### src/rtl/xlt_pkg.sv
// Shared constants and types for the address translator.
// Assumes page-table entries are one 32-bit word.
package xlt_pkg;
    localparam int PTE_PRESENT_BIT  = 31;
    localparam int PTE_WRITABLE_BIT = 30;

    typedef enum logic [1:0] {
        WK_IDLE  = 2'd0,
        WK_ISSUE = 2'd1,
        WK_WAIT  = 2'd2
    } walk_state_e;
endpackage

### src/rtl/xlt_tlb_store.sv
// Direct-mapped translation storage: one entry per low-VPN index.
// Lookup is combinational. The fill writes at the clock edge.
// A flush clears every valid bit, takes priority over a fill, and masks
// lookups in the same cycle.
module xlt_tlb_store #(
    parameter int ADDR_W = 32,
    parameter int OFF_W  = 12,
    parameter int IDX_W  = 4
) (
    input  logic                      clk,
    input  logic                      rst_n,
    input  logic                      flush,
    input  logic [ADDR_W-OFF_W-1:0]   lk_vpn,
    output logic                      lk_hit,
    output logic [ADDR_W-OFF_W-1:0]   lk_ppn,
    output logic                      lk_writable,
    input  logic                      fill_en,
    input  logic [ADDR_W-OFF_W-1:0]   fill_vpn,
    input  logic [ADDR_W-OFF_W-1:0]   fill_ppn,
    input  logic                      fill_writable
);
    localparam int VPN_W = ADDR_W - OFF_W;
    localparam int PPN_W = ADDR_W - OFF_W;
    localparam int TAG_W = VPN_W - IDX_W;
    localparam int DEPTH = 1 << IDX_W;

    logic [DEPTH-1:0] vld_vec;
    logic [DEPTH-1:0] wr_vec;
    logic [TAG_W-1:0] tag_arr [DEPTH];
    logic [PPN_W-1:0] ppn_arr [DEPTH];

    logic [IDX_W-1:0] lk_idx, fill_idx;
    logic [TAG_W-1:0] lk_tag;

    assign lk_idx   = lk_vpn[IDX_W-1:0];
    assign lk_tag   = lk_vpn[VPN_W-1:IDX_W];
    assign fill_idx = fill_vpn[IDX_W-1:0];

    for (genvar g = 0; g < DEPTH; g++) begin : g_entry
        logic             v_q;
        logic             w_q;
        logic [TAG_W-1:0] t_q;
        logic [PPN_W-1:0] p_q;

        // Valid bit: cleared by reset or flush, set by a fill to this index.
        always_ff @(posedge clk) begin
            if (!rst_n || flush) begin
                v_q <= 1'b0;
            end else if (fill_en && fill_idx == IDX_W'(g)) begin
                v_q <= 1'b1;
            end
        end

        // Payload: tag, page number and writable flag written on a fill.
        always_ff @(posedge clk) begin
            if (fill_en && fill_idx == IDX_W'(g)) begin
                t_q <= fill_vpn[VPN_W-1:IDX_W];
                p_q <= fill_ppn;
                w_q <= fill_writable;
            end
        end

        assign vld_vec[g] = v_q;
        assign wr_vec[g]  = w_q;
        assign tag_arr[g] = t_q;
        assign ppn_arr[g] = p_q;
    end

    // Lookup: an entry hits only when it is valid, its tag matches, and no
    // flush is under way.
    always_comb begin
        lk_hit      = vld_vec[lk_idx] && (tag_arr[lk_idx] == lk_tag) && !flush;
        lk_ppn      = ppn_arr[lk_idx];
        lk_writable = wr_vec[lk_idx];
    end

    // a flush leaves no valid entry behind.
    p_flush_empties_r9: assert property (@(posedge clk) disable iff (!rst_n)
        flush |=> (vld_vec == '0));
endmodule

### src/rtl/xlt_walker.sv
// Single-level page-table walker. It forms the entry address
// base + (vpn << 2), issues one read with a ready/valid handshake, and
// reports the entry fields when the data returns. It assumes one read
// outstanding at a time and at least one cycle of read latency.
module xlt_walker
    import xlt_pkg::*;
#(
    parameter int ADDR_W = 32,
    parameter int OFF_W  = 12
) (
    input  logic                    clk,
    input  logic                    rst_n,
    input  logic                    start,
    input  logic [ADDR_W-OFF_W-1:0] start_vpn,
    input  logic [ADDR_W-1:0]       pt_base,
    output logic                    mem_rd_valid,
    output logic [ADDR_W-1:0]       mem_rd_addr,
    input  logic                    mem_rd_ready,
    input  logic                    mem_rsp_valid,
    input  logic [31:0]             mem_rsp_data,
    output logic                    busy,
    output logic                    done,
    output logic                    pte_present,
    output logic                    pte_writable,
    output logic [ADDR_W-OFF_W-1:0] pte_ppn
);
    localparam int VPN_W = ADDR_W - OFF_W;
    localparam int PPN_W = ADDR_W - OFF_W;
    localparam int PAD_W = ADDR_W - VPN_W - 2;

    walk_state_e       state_q;
    logic [ADDR_W-1:0] addr_q;
    logic              unused_pte_bits;

    // Walk sequencing: idle, then issue the read, then wait for the data.
    always_ff @(posedge clk) begin
        if (!rst_n) begin
            state_q <= WK_IDLE;
        end else begin
            case (state_q)
                WK_IDLE:  if (start)         state_q <= WK_ISSUE;
                WK_ISSUE: if (mem_rd_ready)  state_q <= WK_WAIT;
                WK_WAIT:  if (mem_rsp_valid) state_q <= WK_IDLE;
                default:                     state_q <= WK_IDLE;
            endcase
        end
    end

    // Entry address: captured when a walk starts.
    always_ff @(posedge clk) begin
        if (!rst_n) begin
            addr_q <= '0;
        end else if (start && state_q == WK_IDLE) begin
            addr_q <= pt_base + {{PAD_W{1'b0}}, start_vpn, 2'b00};
        end
    end

    assign mem_rd_valid    = (state_q == WK_ISSUE);
    assign mem_rd_addr     = addr_q;
    assign busy            = (state_q != WK_IDLE);
    assign done            = (state_q == WK_WAIT) && mem_rsp_valid;
    assign pte_present     = mem_rsp_data[PTE_PRESENT_BIT];
    assign pte_writable    = mem_rsp_data[PTE_WRITABLE_BIT];
    assign pte_ppn         = mem_rsp_data[PPN_W-1:0];
    assign unused_pte_bits = ^mem_rsp_data[PTE_WRITABLE_BIT-1:PPN_W];

    // a read under back-pressure holds its request and address.
    p_read_hold_r3: assert property (@(posedge clk) disable iff (!rst_n)
        (mem_rd_valid && !mem_rd_ready) |=> (mem_rd_valid && $stable(mem_rd_addr)));
endmodule

### src/rtl/xlt_top.sv
// Virtual-to-physical translator: a direct-mapped buffer lookup with an
// in-hardware walk on a miss, plus a permission check on writes. It takes
// one request at a time. Hits answer one cycle after acceptance; walks
// answer one cycle after the page-table data returns.
module xlt_top #(
    parameter int ADDR_W = 32,
    parameter int OFF_W  = 12,
    parameter int IDX_W  = 4
) (
    input  logic              clk,
    input  logic              rst_n,
    input  logic              flush,
    input  logic [ADDR_W-1:0] pt_base,
    input  logic              req_valid,
    input  logic              req_write,
    input  logic [ADDR_W-1:0] req_vaddr,
    output logic              req_ready,
    output logic              rsp_valid,
    output logic [ADDR_W-1:0] rsp_paddr,
    output logic              rsp_page_fault,
    output logic              rsp_prot_fault,
    output logic              mem_rd_valid,
    output logic [ADDR_W-1:0] mem_rd_addr,
    input  logic              mem_rd_ready,
    input  logic              mem_rsp_valid,
    input  logic [31:0]       mem_rsp_data
);
    localparam int VPN_W = ADDR_W - OFF_W;
    localparam int PPN_W = ADDR_W - OFF_W;

    logic              accept, walk_busy, walk_done, start_walk, hit_ok;
    logic              lk_hit, lk_writable;
    logic [PPN_W-1:0]  lk_ppn, pte_ppn;
    logic              pte_present, pte_writable;
    logic              walk_pf, walk_pr, fill_en;
    logic [ADDR_W-1:0] cur_vaddr;
    logic              cur_write;

    assign req_ready  = !walk_busy;
    assign accept     = req_valid && req_ready;
    assign hit_ok     = accept && lk_hit;
    assign start_walk = accept && !lk_hit;
    assign walk_pf    = walk_done && !pte_present;
    assign walk_pr    = walk_done && pte_present && cur_write && !pte_writable;
    assign fill_en    = walk_done && pte_present && !walk_pr;

    xlt_tlb_store #(.ADDR_W(ADDR_W), .OFF_W(OFF_W), .IDX_W(IDX_W)) u_store (
        .clk           (clk),
        .rst_n         (rst_n),
        .flush         (flush),
        .lk_vpn        (req_vaddr[ADDR_W-1:OFF_W]),
        .lk_hit        (lk_hit),
        .lk_ppn        (lk_ppn),
        .lk_writable   (lk_writable),
        .fill_en       (fill_en),
        .fill_vpn      (cur_vaddr[ADDR_W-1:OFF_W]),
        .fill_ppn      (pte_ppn),
        .fill_writable (pte_writable)
    );

    xlt_walker #(.ADDR_W(ADDR_W), .OFF_W(OFF_W)) u_walker (
        .clk           (clk),
        .rst_n         (rst_n),
        .start         (start_walk),
        .start_vpn     (req_vaddr[ADDR_W-1:OFF_W]),
        .pt_base       (pt_base),
        .mem_rd_valid  (mem_rd_valid),
        .mem_rd_addr   (mem_rd_addr),
        .mem_rd_ready  (mem_rd_ready),
        .mem_rsp_valid (mem_rsp_valid),
        .mem_rsp_data  (mem_rsp_data),
        .busy          (walk_busy),
        .done          (walk_done),
        .pte_present   (pte_present),
        .pte_writable  (pte_writable),
        .pte_ppn       (pte_ppn)
    );

    // Request capture: hold the address and direction for the walk.
    always_ff @(posedge clk) begin
        if (!rst_n) begin
            cur_vaddr <= '0;
            cur_write <= 1'b0;
        end else if (accept) begin
            cur_vaddr <= req_vaddr;
            cur_write <= req_write;
        end
    end

    // Response register: a one-cycle pulse from either a hit or a walk.
    always_ff @(posedge clk) begin
        if (!rst_n) begin
            rsp_valid      <= 1'b0;
            rsp_paddr      <= '0;
            rsp_page_fault <= 1'b0;
            rsp_prot_fault <= 1'b0;
        end else begin
            rsp_valid      <= hit_ok || walk_done;
            rsp_page_fault <= walk_pf;
            rsp_prot_fault <= walk_pr || (hit_ok && req_write && !lk_writable);
            if (hit_ok) begin
                rsp_paddr <= (req_write && !lk_writable) ? '0
                           : {lk_ppn, req_vaddr[OFF_W-1:0]};
            end else if (fill_en) begin
                rsp_paddr <= {pte_ppn, cur_vaddr[OFF_W-1:0]};
            end else begin
                rsp_paddr <= '0;
            end
        end
    end

    // no new request is taken while a table read is pending.
    p_busy_blocks_r10: assert property (@(posedge clk) disable iff (!rst_n)
        mem_rd_valid |-> !req_ready);

    // the fault kinds are exclusive and appear only with a response.
    p_fault_excl_r10: assert property (@(posedge clk) disable iff (!rst_n)
        (rsp_page_fault || rsp_prot_fault) |-> (rsp_valid && !(rsp_page_fault && rsp_prot_fault)));

    // a faulting response carries a zero address.
    p_fault_zero_r11: assert property (@(posedge clk) disable iff (!rst_n)
        (rsp_valid && (rsp_page_fault || rsp_prot_fault)) |-> (rsp_paddr == '0));

    // a good response keeps the request's page offset.
    p_offset_kept_r2: assert property (@(posedge clk) disable iff (!rst_n)
        (rsp_valid && !rsp_page_fault && !rsp_prot_fault)
            |-> (rsp_paddr[OFF_W-1:0] == cur_vaddr[OFF_W-1:0]));

    // a walk that fills the buffer ends with a response next cycle.
    p_fill_responds_r4: assert property (@(posedge clk) disable iff (!rst_n)
        fill_en |=> (rsp_valid && !rsp_page_fault && !rsp_prot_fault));
endmodule

### config.mk
export PLATFORM = sky130hd
export DESIGN_NAME = xlt_top
export DESIGN_NICKNAME = d
export VERILOG_FILES = /design/src/rtl/xlt_pkg.sv /design/src/rtl/xlt_tlb_store.sv /design/src/rtl/xlt_walker.sv /design/src/rtl/xlt_top.sv
export SDC_FILE = /design/constraint.sdc
export NUM_CORES = 1
export LEC_CHECK = 0
export BUFFER_PORTS_ARGS = -buffer_cell sky130_fd_sc_hd__clkbuf_2
export CAP_MARGIN = 0
export CORE_UTILIZATION = 55
export DETAILED_ROUTE_END_ITERATION = 10
export GPL_TIMING_DRIVEN = 0
export PLACE_DENSITY = 0.75
export SLEW_MARGIN = 20
export SYNTH_ARGS = -nofsm -noshare
export SYNTH_HDL_FRONTEND = slang
export SYNTH_SLANG_ARGS = --single-unit
### constraint.sdc
create_clock -name clk -period 4.2 [get_ports clk]
set_input_delay 0.42 -clock clk [delete_from_list [all_inputs] [get_ports clk]]
set_output_delay 0.42 -clock clk [all_outputs]
set_load 0.005 [all_outputs]
==> results of run 1 <==
cells in the final DEF, fill, tap and decap left out, drive strengths merged, types with 7 or more instances in the layout:
cell type  count
edfxtp       592
clkbuf       289
mux4         162
dfxtp        118
nand2        115
buf           98
a21oi         65
nand3         53
mux2i         40
nor2          34
o21ai         32
clkinv        26
xnor2         25
xor2          24
o31ai         22
nor3          21
ha            20
o21a          19
a21o          17
inv           14
nand2b        12
mux2          10
o22ai          7
cells by family (layout without fill, tap and decap cells):
kind of cell	Yosys count	after routing	synth area share [%]
muxes	212	212	14.9
AOI/OAI and AO/OA	201	201	4.63
buffers and inverters	98	436	1.89
xor gates and xnor gates	49	49	1.53
adders and majority gates	21	21	0.961
DFF	710	710	71.6
and+or+nand+nor	270	270	4.52
worst max-delay path, cell delays in order:
cell and delay [ns]:
clkbuf_2 0.11, buf_4 0.17, buf_4 0.24, buf_2 0.35
clkbuf_1 0.62, a311oi_1 0.21, a211oi_1 0.46, o2111ai_1 0.19
or4_4 0.49, or3_1 0.50, buf_2 0.29, o21ai_1 0.29
registers in the layout, summed over array words and instances (netlist names), 2 cells and up:
register	flops
u_store.g_entry.t_q	256
u_walker.mem_rd_addr	32
cur_vaddr	32
u_walker.state_q	2
u_store.g_entry.v_q	16
u_store.g_entry.w_q	16
u_store.g_entry.p_q	320
rsp_paddr	32
cell type report:
cell class | instances | area [um2] | area share, %
sequential | 710 | 20100 | 61.0
clock buffer | 92 | 1940 | 5.89
buffer | 85 | 485 | 1.47
clock inverter | 35 | 337 | 1.02
multi-input combinational | 753 | 7560 | 22.9
tap | 672 | 841 | 2.55
timing repair buffer | 211 | 1650 | 4.99
inverter | 13 | 48.8 | 0.148
per-layer routing:
| layer | vias to the layer above | track usage, % | part of all wire (%) |
|---|---|---|---|
| met5 | - | 0 | 0 |
| met1 | 8259 | 37.8 | 39 |
| met4 | 0 | 9.25 | 3.1 |
| met3 | 173 | 5.39 | 9.0 |
| li1 | 6805 | - | - |
| met2 | 952 | 45.6 | 49 |
stage by stage:
| step | setup WS [ns] | utilization, % | cells |
|---|---|---|---|
| 6_report | 0.348 | 65.6 | 2571 |
| 5_1_grt | 0.406 | 65.6 | 2571 |
| 4_1_cts | 0.523 | 65.6 | 2571 |
| 3_5_place_dp | -0.105 | 61.1 | 2443 |
| 3_3_place_gp | -3.76 | 59.2 | 2394 |
| 2_1_floorplan | 0.0704 | - | 1561 |
path summary, 6_finish.rpt:
check | startpoint | endpoint | slack [ns]
max | req_vaddr[15] | rsp_paddr[13] | 0.35
max reg2reg | u_store.g_entry[9].t_q[10] | rsp_paddr[13] | 0.67
min reg2reg | cur_vaddr[7] | rsp_paddr[7] | 0.45
min | pt_base[1] | u_walker.mem_rd_addr[1] | 0.07
power groups by stage:
stage	combinational [uW]	sequential [uW]	clock [uW]
after CTS	941	7750	6290
after floorplan	577	7880	0
after detailed placement	934	7900	0
after global placement	904	7890	0
after global routing	1010	7760	6550
final	948	7750	6250
==> impl_results.md, run 1 <==
- Outcome: finished clean
- Fin nets: between 1500 and 2000
- Post-Route WL: between 70 and 80 mm
- Vias in the first global route: 16307
- Min Clock Period, post-route: 3.85 ns
- Maximum vdd ir drop: between 0.4 and 0.5 mV
- Net Sw Frac: 22.0%
- Finished layout cell area: 0.0330 mm2
- Die height: 228 um
- Max H-tree Level: 3
- Post-Syn Instances: 1561
- Port Buffers: 161
- Worst EP required: 4.70 ns
- Post-CTS sizing: 0
- Synth Area per Inst: roughly 18 um2
- Worst Hold Slack: 0.0655 ns
- Via count: 16189
- Worst Reg2Reg Path Length in Cells: 9
- Yosys reg bits: 710
- Root Driver: clkbuf_16
- Hold_buf cts: 1
- Final ANT Viol Nets: 0
- Ant diodes: 0
- Register area share after synthesis: 71.6%
- Worst Hold Depth: 3
- Total GRT Usage: approximately 28%
- Setup-failing EPs final: 0
- Largest net degree at the start of global routing: 20
- First-pass GRT wire length: 106 mm
- Die footprint: 0.0520 mm2
- Flop pwr share: 51.9%
- Core area: 0.0503 mm2
- Setup CP Type: in -> reg
- Int Power: 11700 uW
- Crit path launch type: primary input
- Share of cells above drive strength 1: 29.8%
- Psw: 3280 uW
- Synth cell types: 64
- # rows: 82
- Ys async rst share: 0%
- Setup Total Neg Slack: 0 ns
- Detailed Place HPWL: 47.5 mm
- Final clock skew: 0.0260 ns
- Clk slew on worst S/H paths: 0.06 ns
- Crit path max fanout: 10
- Top Ports: 172
- Drt first-iter violations: approximately 1800
- Yosys warns: 0
- EDFF count, synth: approximately 600
- WL/cell: between 20 and 30 um
- Tightest Pin Transition: 1.15 ns
- DRC Markers: 0
- LEAKAGE: 0.0115 uW
- CTS tree: built
- Area leader, netlist: edfxtp_1
- Cell Area, Placed: 0.0307 mm2
- Inserted Clock Buffers: about 70
- CTS Buffer Depth: 3
- Unrepaired setup endpoints after global routing: no
- DRT Pass-1 Iters: 8
- P&R area growth vs syn: 17.4%
- Fill count: roughly 3300
- Clock net sink count: between 700 and 800
- Max-slew violations: 0
- Vias per cell: 6.30
- Postcts setup bufs: 0
- WP data arrival: 4.35 ns
- Die W: 228 um
- Pwr dens: 453 mW/mm2
- Power after layout: 14900 uW
- Initial cell density of the core: 55.9%
- GPL Wtd Cong: approximately 0.9
- Main synth FF type: edfxtp_1
- Logic gate share of total power: 6.3%
- Most frequent cell after synthesis: edfxtp_1
- GRT overflow: 0
- Kind of end point of the critical path: flop
- Fmax: 0.260 GHz
- Clk pwr share: 41.8%
- Top post-synthesis cells by count: edfxtp_1, mux4_2, dfxtp_1
- Period utilisation layout: between 90% and 100%
- Slew headroom: 23.5%
- Min-Delay Path Class: in -> reg
- Initial antenna violation count: 0
- Post-synth top area share: 63.2%
- Worst-Skew Late Latency: 0.61 ns
- Maxcap violations: 0
- Final hold viol count: 0
- Post-synthesis cell area: 0.0281 mm2
- Net count after synthesis: 1685
- Synth area leaders: edfxtp_1, mux4_2, dfxtp_1, nand2_1, mux2i_1
(Power assumes the default switching activity.)
==> inputs of run 2 (changes only) <==
--- a/config.mk
+++ b/config.mk
@@ -7,6 +7,7 @@
 export LEC_CHECK = 0
 export BUFFER_PORTS_ARGS = -buffer_cell sky130_fd_sc_hd__clkbuf_2
 export CAP_MARGIN = 0
+export CORE_MARGIN = 2
 export CORE_UTILIZATION = 55
 export DETAILED_ROUTE_END_ITERATION = 10
 export GPL_TIMING_DRIVEN = 0
==> run 2 against run 1 <==
Design area shrank 0.25%. Non-clock buffer count is the same. Setup slack gained 0.17 ns. Clock power shrank 2%. Critical endpoint is now rsp_prot_fault. Sequential cell count is the same. Core utilization shrank 0.17 points.
==> impl_results.md, run 2 (synthesis results as in run 1) <==
- Tightest Pin Transition: around 1.1 ns
- Largest register FFs: between 300 and 400
- GPL Wtd Cong: 0.877
- Share of cells above drive strength 1: 28.6%
- DRT Pass-1 Iters: 6
- Final hold viol count: 0
- Worst Reg2Reg Path Length in Cells: 8
- Unrepaired setup endpoints after global routing: no
- Largest Register: u_store.g_entry.p_q
- Kind of end point of the critical path: flop
- Most frequent cells in the layout: edfxtp_1, clkbuf_2, mux4_2
- Maxcap violations: 0
- Largest net degree at the start of global routing: 19
- Pwr dens: 450 mW/mm2
- Min-Delay Path Class: in -> reg
- Worst-Skew Late Latency: 0.62 ns
- Slew headroom: 28.4%
- Min Clock Period, post-route: 3.68 ns
- Crit path launch type: primary input
- P&R area growth vs syn: 17.1%
- Fmax: 0.271 GHz
- LEAKAGE: 0.0114 uW
- Fin nets: 1968
- Worst EP required: between 4 and 5 ns
- Largest registers: u_store.g_entry.p_q: 320 flops, u_store.g_entry.t_q: 256 flops
- Inserted Clock Buffers: 70
- Worst Hold Depth: 3
- Initial cell density of the core: 55.9%
- Int Power: 11600 uW
- WL/cell: between 20 and 30 um
- Net Sw Frac: between 20% and 30%
- Initial antenna violation count: 0
- Power after layout: 14800 uW
- Drt first-iter violations: 1914
- Top Ports: between 150 and 200
- Max H-tree Level: 3
- WP data arrival: between 4 and 5 ns
- Die height: 230 um
- Reg2reg end: rsp_prot_fault
- Total GRT Usage: a little over a quarter
- Die footprint: about 0.053 mm2
- GRT overflow: 0
- CTS Buffer Depth: 3
- Worst Hold Slack: 0.0559 ns
- Clk slew on worst S/H paths: 0.06 ns
- First-pass GRT wire length: 105 mm
- Most common cell after layout, fill and taps aside: edfxtp_1
- Vias per cell: 6.28
- Post-CTS sizing: 0
- Logic gate share of total power: under 10%
- DRC Markers: 0
- Maximum vdd ir drop: 0.351 mV
- Period utilisation layout: 87.7%
- Ant diodes: 0
- Die W: 230 um
- Psw: 3250 uW
- Footprint of the multi-input gates: ~0.0076 mm2
- Clk pwr share: 41.3%
- Crit path max fanout: 10
- Reg-to-reg startpoint: u_store.g_entry[7].t_q[10]
- Reg area: 0.0201 mm2
- Final ANT Viol Nets: 0
- Setup-failing EPs final: 0
- CTS tree: built
- Detailed Place HPWL: 46.9 mm
- Vias in the first global route: 16496
- Final clock skew: 0.0346 ns
- Setup CP Type: in -> reg
- Root Driver: clkbuf_16
- Hold path start: req_vaddr[8]
- Flop pwr share: 52.3%
- Final worst slack: 0.516 ns
- Post-Route WL: about 72 mm
- Hold endpoint: cur_vaddr[8]
- FF-to-FF setup slack: ~0.84 ns
- # rows: just over 80
- Outcome: finished clean
- Via count: 16157
- Core area: about 0.05 mm2
- Fill count: 3378
- Clock net sink count: 710
- Port Buffers: 161
- Max-slew violations: 0
- Dpl ws: -0.0123 ns
[run 2: power by group through the flow]
stage / combinational [uW] / sequential [uW] / clock, uW
finish: 947 / 7750 / 6130
global route: 1010 / 7760 / 6480
CTS: 943 / 7750 / 6200
detailed placement: 931 / 7900 / 0
global placement: 906 / 7890 / 0
floorplan: 577 / 7880 / 0
[run 2: timing repair]
item,CTS,global route
hold endpoints to repair,1,0
endpoints found under the setup margin,0,0
buffers inserted,0,0
hold buffers,1,0
[run 2: through the flow]
step | util, % | TNS (ns) | std cells | cell area, um2
CTS | 65.5 | 0 | 2573 | 32900
finish | 65.5 | 0 | 2573 | 32900
global route | 65.5 | 0 | 2573 | 32900
detailed placement | 61.0 | -0.0123 | 2443 | 30700
global placement | 59.2 | -1137.53 | 2394 | 29800
floorplan | - | 0 | 1561 | 28100
[run 2: cell type report]
class	count	area share (%)
multi-input cells	753	23.0
plain buffers	85	1.47
well taps	672	2.55
repair buffers	211	4.88
clock inverters	25	0.863
flip-flops and latches	710	61.2
clock buffers	104	5.93
inverters	13	0.148
[run 2: worst max-delay path by stage]
stage | from | endpoint | cells past startpoint
final | req_vaddr[15] | rsp_prot_fault | 11
after global routing | req_vaddr[15] | rsp_paddr[19] | 12
after CTS | req_vaddr[15] | rsp_paddr[19] | 12
after detailed placement | req_vaddr[15] | rsp_paddr[13] | 12
after global placement | mem_rsp_data[30] | u_store.g_entry[2].p_q[4] | 5
after floorplan | mem_rsp_valid | u_store.g_entry[0].p_q[0] | 3
[run 2: worst max-delay path: stages]
cell	delay (ns)
clkbuf_2	0.10
buf_4	0.17
buf_4	0.23
buf_2	0.33
clkbuf_1	0.64
a311oi_1	0.22
a211oi_1	0.40
o2111ai_1	0.20
or4_4	0.50
or3_1	0.46
o32ai_1	0.46
[run 2: metal layers]
| metal | GRT usage, % | wire length (um) | vias to the layer above |
|---|---|---|---|
| met2 | 45.7 | 35800 | 918 |
| met1 | 35.6 | 26600 | 8222 |
| li1 | - | - | 6816 |
| met3 | 5.11 | 6120 | 201 |
| met5 | 0 | 0 | - |
| met4 | 11.9 | 3050 | 0 |
